==> src/rtl/kpt_pkg.sv <==
package kpt_pkg;

  // How the key tracker moves on a given cycle
  typedef enum logic [1:0] {
    STEP_HOLD    = 2'd0,  // no strobe
    STEP_ADV     = 2'd1,  // expected key byte seen
    STEP_RESTART = 2'd2,  // mismatch, but byte equals first key byte
    STEP_CLEAR   = 2'd3   // mismatch or channel byte consumed
  } kpt_step_e;

endpackage

==> src/rtl/kpt_key_tracker.sv <==
module kpt_key_tracker
  import kpt_pkg::*;
#(
  parameter int                        DATA_W  = 8,
  parameter int                        KEY_LEN = 4,
  parameter logic [KEY_LEN*DATA_W-1:0] KEY     = 32'hDEAD_BEEF
) (
  input  logic              clk,
  input  logic              rst,
  input  logic              wr_stb,
  input  logic [DATA_W-1:0] wr_data,
  output logic              armed,
  output logic              chan_req
);

  localparam int SW    = $clog2(KEY_LEN + 1);
  localparam int SLOTS = 2 ** SW;

  logic [SW-1:0]    stage_q;
  logic [SW-1:0]    stage_d;
  logic [SLOTS-1:0] hit;
  logic             first_hit;
  logic             at_end;
  kpt_step_e        step;

  // Compare the byte with every key position in parallel; unused slots never match
  for (genvar i = 0; i < SLOTS; i++) begin : g_cmp
    if (i < KEY_LEN) begin : g_key
      assign hit[i] = (wr_data == KEY[(KEY_LEN-1-i)*DATA_W +: DATA_W]);
    end else begin : g_pad
      assign hit[i] = 1'b0;
    end
  end

  assign first_hit = hit[0];
  assign at_end    = (stage_q == SW'(KEY_LEN));
  assign chan_req  = wr_stb && at_end;

  always_comb begin
    if (!wr_stb)             step = STEP_HOLD;
    else if (at_end)         step = STEP_CLEAR;
    else if (hit[stage_q])   step = STEP_ADV;
    else if (first_hit)      step = STEP_RESTART;
    else                     step = STEP_CLEAR;
  end

  always_comb begin
    unique case (step)
      STEP_HOLD:    stage_d = stage_q;
      STEP_ADV:     stage_d = stage_q + SW'(1);
      STEP_RESTART: stage_d = SW'(1);
      default:      stage_d = '0;
    endcase
  end

  always_ff @(posedge clk) begin
    if (rst) begin
      stage_q <= '0;
      armed   <= 1'b0;
    end else begin
      stage_q <= stage_d;
      armed   <= (stage_d == SW'(KEY_LEN));
    end
  end


  armed_tracks_stage_chk: assert property (@(posedge clk) disable iff (rst)
    armed == at_end);


  stage_bound_chk: assert property (@(posedge clk) disable iff (rst)
    stage_q <= SW'(KEY_LEN));

endmodule

==> src/rtl/kpt_chan_decode.sv <==
module kpt_chan_decode #(
  parameter int DATA_W = 8,
  parameter int NUM_CH = 6
) (
  input  logic [DATA_W-1:0] code,
  output logic [NUM_CH-1:0] onehot
);

  // Channel numbers start at one; zero and codes above NUM_CH select nothing
  for (genvar c = 0; c < NUM_CH; c++) begin : g_ch
    assign onehot[c] = (code == DATA_W'(c + 1));
  end


  always_comb begin
    decode_onehot_chk: assert ($onehot0(onehot));
  end

endmodule

==> src/rtl/keyed_pulse_trigger.sv <==
module keyed_pulse_trigger #(
  parameter int                        DATA_W  = 8,
  parameter int                        NUM_CH  = 6,
  parameter int                        KEY_LEN = 4,
  parameter logic [KEY_LEN*DATA_W-1:0] KEY     = 32'hDEAD_BEEF
) (
  input  logic              clk,
  input  logic              rst,
  input  logic              wr_stb,
  input  logic [DATA_W-1:0] wr_data,
  output logic [NUM_CH-1:0] trig,
  output logic              armed
);

  logic              chan_req;
  logic [NUM_CH-1:0] sel_oh;

  kpt_key_tracker #(
    .DATA_W (DATA_W),
    .KEY_LEN(KEY_LEN),
    .KEY    (KEY)
  ) i_tracker (
    .clk     (clk),
    .rst     (rst),
    .wr_stb  (wr_stb),
    .wr_data (wr_data),
    .armed   (armed),
    .chan_req(chan_req)
  );

  kpt_chan_decode #(
    .DATA_W(DATA_W),
    .NUM_CH(NUM_CH)
  ) i_decode (
    .code  (wr_data),
    .onehot(sel_oh)
  );

  always_ff @(posedge clk) begin
    if (rst) trig <= '0;
    else     trig <= chan_req ? sel_oh : '0;
  end


  trig_onehot_chk: assert property (@(posedge clk) disable iff (rst)
    $onehot0(trig));


  trig_single_cycle_chk: assert property (@(posedge clk) disable iff (rst)
    (|trig) |=> (trig == '0));


  trig_needs_armed_chk: assert property (@(posedge clk) disable iff (rst)
    (|trig) |-> ($past(armed) && !armed));


  armed_drop_chk: assert property (@(posedge clk) disable iff (rst)
    (armed && wr_stb) |=> !armed);


  idle_write_chk: assert property (@(posedge clk) disable iff (rst)
    !wr_stb |=> ($stable(armed) && trig == '0));


  reset_clear_chk: assert property (@(posedge clk)
    rst |=> (trig == '0 && !armed));

endmodule

==> config.mk <==
export PLATFORM = sky130hd
export DESIGN_NAME = keyed_pulse_trigger
export DESIGN_NICKNAME = d
export VERILOG_FILES = /design/src/rtl/kpt_pkg.sv /design/src/rtl/kpt_key_tracker.sv /design/src/rtl/kpt_chan_decode.sv /design/src/rtl/keyed_pulse_trigger.sv
export SDC_FILE = /design/constraint.sdc
export NUM_CORES = 1
export LEC_CHECK = 0
export BUFFER_PORTS_ARGS = -buffer_cell sky130_fd_sc_hd__clkbuf_2
export CORE_AREA = 8 8 45 47
export CTS_BUF_LIST = sky130_fd_sc_hd__clkbuf_8
export DETAILED_ROUTE_END_ITERATION = 16
export DIE_AREA = 0 0 53 55
export PLACE_DENSITY = 0.7
export SYNTH_ARGS = -nofsm -noshare
export SYNTH_HDL_FRONTEND = slang
export SYNTH_HIERARCHICAL = 1
export SYNTH_SLANG_ARGS = --single-unit
export TNS_END_PERCENT = 1
==> constraint.sdc <==
create_clock -name clk -period 1.4 [get_ports clk]
set_input_delay 0.42 -clock clk [delete_from_list [all_inputs] [get_ports clk]]
set_output_delay 0.42 -clock clk [all_outputs]
set_load 0.005 [all_outputs]
==> Word level (Yosys, flattened, before mapping) <==
Index checks and enable logic that the tools add are counted.
Widths: inputs -> output; s select.
{ "op_classes": {"addsub": 1, "eq_ne": 14, "reduce_logical": 3, "mux": 7, "bitwise_logic": 1, "magnitude_cmp": 1} }
{ "op_table": {"columns": ["operator", "n"], "rows": [
  ["$eq 8x8->1 const B", 4],
  ["$eq 8x3->1 const B", 3],
  ["$eq 8x2->1 const B", 2],
  ["$pmux 3 s3", 1],
  ["$eq 8x1->1 const B", 1],
  ["$eq 3x3->1 const B", 2],
  ["$mux 2", 3],
  ["$lt 3x4->1 const B", 1],
  ["$add 3x1->3 const B", 1],
  ["$bmux 1 s3", 1],
  ["$eq 2x1->1 const B", 1],
  ["$eq 2x2->1 const B", 1],
  ["$logic_not 2->1", 1],
  ["$mux 1", 2],
  ["$reduce_or 2->1", 1],
  ["$logic_and 1x1->1", 1],
  ["$not 1->1", 1]
]} }
{ "totals": {"input_bits": 11, "out_inout_bits": 7, "word_cells": 30, "regBits": 10} }

==> Logic depth before layout (Yosys ltp) <==
{ "logic_depth": {"depth_word": 9, "depth_mapped": 5, "depth_no_buf": 5} }

==> Hierarchy <==
Netlist, hierarchy kept.
{ "by_module_without_submodules": {"columns": ["module", "seq_area_each_um2", "area_per_inst_um2", "cells_each", "instances"], "rows": [
  ["kpt_key_tracker", 80.1, 312.8, 38, 1],
  ["keyed_pulse_trigger", 120.1, 172.7, 12, 1],
  ["kpt_chan_decode", 0.0, 70.1, 12, 1]
]} }

==> Worst setup path after synthesis <==
No wires, ideal clock.
{ "synth_timing": {"kind": "input-to-reg", "from": "in wr_data[5]", "to": "reg trig[0]", "path_stages": 4, "t_required_ns": 1.340, "setup_time_ns": 0.060, "path_slack_ns": -0.077, "path_buffers": 1, "t_arrival_ns": 1.418, "path_cell_list": "or4_1 > clkbuf_2 > nor4_1 > and3b_1"} }
{ "synth_between": {"elab_chain_cells": 1} }
{ "synth_rtl": {"columns": ["element", "line", "source"], "rows": [
  ["from (decl)", "keyed_pulse_trigger.sv:10", "input logic [DATA_W-1:0] wr_data,"],
  ["$eq 8x1->1", "kpt_chan_decode.sv:11", "assign onehot[c] = (code == DATA_W'(c + 1));"],
  ["via sel_oh[0]", "keyed_pulse_trigger.sv:16", "logic [NUM_CH-1:0] sel_oh;"],
  ["to (signal assigned)", "keyed_pulse_trigger.sv:41", "else trig <= chan_req ? sel_oh : '0;"],
  ["to (decl)", "keyed_pulse_trigger.sv:11", "output logic [NUM_CH-1:0] trig,"]
]} }
The timed path passes the listed nets, and every way through them passes these cells.
A chain may end at the register's enable or synchronous reset.

==> Worst setup path in the final report <==
{ "layout_timing": {"from": "in wr_data[5]", "to": "reg trig[3]"} }
{ "layout_between": {"elab_chain_cells": 1} }
{ "layout_rtl": {"columns": ["element", "line"], "rows": [
  ["$eq 8x3->1", "kpt_chan_decode.sv:11"],
  ["via sel_oh[3]", "keyed_pulse_trigger.sv:16"]
]} }
The timed path passes the listed nets, and every way through them passes these cells.

==> out/metrics.csv <==
stage,metric,value,unit
timing,max-slew violations,0,
cts,clock latency on the worst-skew pair,0.23,ns
placed_design,Port Buf Inserts,17,
timing,post-route clock period utilization,0.975,
placed_design,post-detail-place hpwl,1120,µm
route,remaining antenna violation count after routing,0,
cts,Sink Count,10,
route,vias per inst,5.22,
global_routing,total track usage,0.106,
yosys,Post-Syn Area per Cell,8.96,µm²
pwr,Pwr Density,841,nW/µm²
layout,fraction of layout cells with a size suffix above 1,0.485,
yosys,Yosys reg bits,10,
layout,sequential cell area,200,µm²
critical_path,element type at the critical path start,input pin,
flow_run,Max Cap Viol,0,
route,vias,590,
yosys,Mapped Cells,62,
layout,design area,863,µm²
cts,post-CTS setup buffers,0,
layout,"most common cell after layout, fill and taps aside",clkbuf_2,
critical_path,"Req. time, crit path",1.58,ns
floorplanning,total I/O pin count,18,
yosys,Netlist cell types,27,
global_routing,first-pass GRT wire length,2300,µm
cts,# hold bufs at CTS,0,
global_routing,initial antenna violation count,0,
yosys,Syn. warnings,6,
timing,crit path time final,1.37,ns
floorplanning,Die Ht,55,µm
layout,fillcell total,129,
floorplanning,Initial Util,0.401,
route,drc violations,0,
critical_path,CP max FO,6,
global_routing,vias in the first global route,559,
yosys,sequential share of the synthesized area,0.360,
cts,TritonCTS clock tree,built,
cts,number of buffers created by CTS,3,
layout,Area Overhead vs Synth,55.4,%
placed_design,Final GP Congestion,0.759,
route,final wirelength,1390,µm
timing,fmax,732,MHz
layout,Antenna diodes,0,
layout,Final Util,0.624,
route,first-iteration detailed-routing DRC count,5,
route,Avg WL per Cell,12.3,µm
timing,RSZ-0062 raised after global routing,true,
cts,CTS max path bufs,2,
cts,Root Buffer,clkbuf_8,
worst_hold_path,HP Class,in -> reg,
timing,Final Hold Viols,0,
yosys,"Cell Area, Synth",556,µm²
cts,clock transition at the registers of the reported paths,0.05,ns
cts,CTS H-tree lvls,1,
layout,layout net count,111,
yosys,syn_nets,75,
route,drt pass-1 iters,4,
pwr,Lkg Pwr,0.406,nW
run_status,status,"complete, no violations",
global_routing,gr ovfl total,0,
floorplanning,FP Rows,14,
timing,Final setup viols,0,
pwr,worst vdd ir,0.000934,V
floorplanning,core area,1380,µm²
floorplanning,Die Width,53,µm
placed_design,Placed Area,768,µm²
critical_path,critical path arrival,1.54,ns
timing,Rel. slew slack,0.771,
layout,multi-input logic area,372,µm²
timing,Least-Margin Pin Slew,0.341,ns
floorplanning,die area,2920,µm²
layout,most frequent cells in the layout,"clkbuf_2, buf_4, dfxtp_1, and3b_1, nand3_1",
critical_path,CP Capture Type,flop,
timing,Layout Skew,0.00133,ns
critical_path,critical path type,in -> reg,
timing,Hold WS,0.454,ns
global_routing,pin count of the biggest net entering global routing,8,
==> worst paths after layout <==
| check | cells after the start | slack, ns | from | endpoint |
|---|---|---|---|---|
| min reg2reg | 2 | 0.59 | i_tracker/stage_q[2]$_SDFF_PP0_ | i_tracker/stage_q[2]$_SDFF_PP0_ |
| max | 4 | 0.03 | wr_data[5] | trig[3]$_SDFF_PP0_ |
| max reg2reg | 4 | 0.06 | i_tracker/stage_q[0]$_SDFF_PP0_ | i_tracker/stage_q[2]$_SDFF_PP0_ |
| min | 2 | 0.45 | rst | i_tracker/stage_q[1]$_SDFF_PP0_ |
==> metrics by stage <==
| step | instances | worst slack [ns] | total power [mW] | TNS [ns] |
|---|---|---|---|---|
| CTS | 113 | 0.00132 | 0.736 | 0 |
| global placement | 109 | -0.264 | 0.365 | -2.13 |
| global route | 113 | -0.00728 | 0.765 | -0.0167 |
| floorplan | 62 | -0.0774 | 0.312 | -0.390 |
| finish | 113 | 0.0347 | 0.726 | 0 |
| detailed placement | 109 | -0.327 | 0.366 | -2.40 |
==> state kept, by name, summed over array words and instances, names as in the netlist <==
name               cells
i_tracker/armed        1
trig                   6
i_tracker/stage_q      3
==> Yosys cell counts <==
library cell  number  area share
nand3_1            6       0.054
o211ai_1           1       0.014
nand3b_1           1       0.014
a2111oi_0          1       0.016
o32ai_1            1       0.016
or4b_1             1       0.018
and4bb_2           1       0.023
nor3_1             4       0.036
nand4_1            2       0.023
and3b_1            6       0.095
o21ai_0            1      0.0090
a21boi_2           1       0.020
inv_1              5       0.034
o21ai_1            1      0.0090
nand2_1            2       0.014
dfxtp_1           10        0.36
nor4_1             4       0.045
ha_1               2       0.045
nor4b_1            1       0.016
clkbuf_2           1      0.0090
or4_1              1       0.014
o21ai_2            1       0.016
or3_2              1       0.014
o31ai_2            1       0.023
nand2b_1           3       0.034
nor2b_1            1       0.011
and3_1             2       0.023
==> report_power, final <==
part / leakage [nW] / internal (mW) / switching, mW / total (mW)
Clock: 0.0288 / 0.247 / 0.112 / 0.359
Sequential: 0.0805 / 0.285 / 0.0000775 / 0.285
Combinational: 0.297 / 0.0423 / 0.0395 / 0.0817
Total: 0.406 / 0.575 / 0.151 / 0.726
==> final cells by class <==
class | instances | share of cell area
well taps | 16 | 0.0232
flip-flops and latches | 10 | 0.232
repair buffers | 32 | 0.229
multi-input cells | 46 | 0.430
clock buffers | 4 | 0.0638
inverters | 5 | 0.0217
==> what timing repair did <==
item                                    in CTS  in global routing
resized for setup                            3                  5
pin swaps                                    0                  2
endpoints found under the setup margin       4                  5
==> per-layer routing <==
| metal | wire, µm | global-route usage |
|---|---|---|
| met5 | 0 | 0 |
| met4 | 0 | 0.0259 |
| met3 | 80 | 0.0508 |
| met2 | 703 | 0.195 |
| met1 | 604 | 0.105 |
==> worst max-delay path, stage by stage <==
cell and delay (ns):
clkbuf_2 0.09, or4_4 0.58, nor4_2 0.26, and3b_1 0.19
==> logic make-up after synthesis <==
family | after synthesis | synth area share
flip-flops | 10 | 0.360
AND/OR/NAND/NOR | 36 | 0.430
buffers and inverters | 6 | 0.0428
AO/OA/AOI/OAI | 8 | 0.122
adder cells (fa/ha/maj) | 2 | 0.0450
No activity file was read; power rests on OpenSTA's default activity.
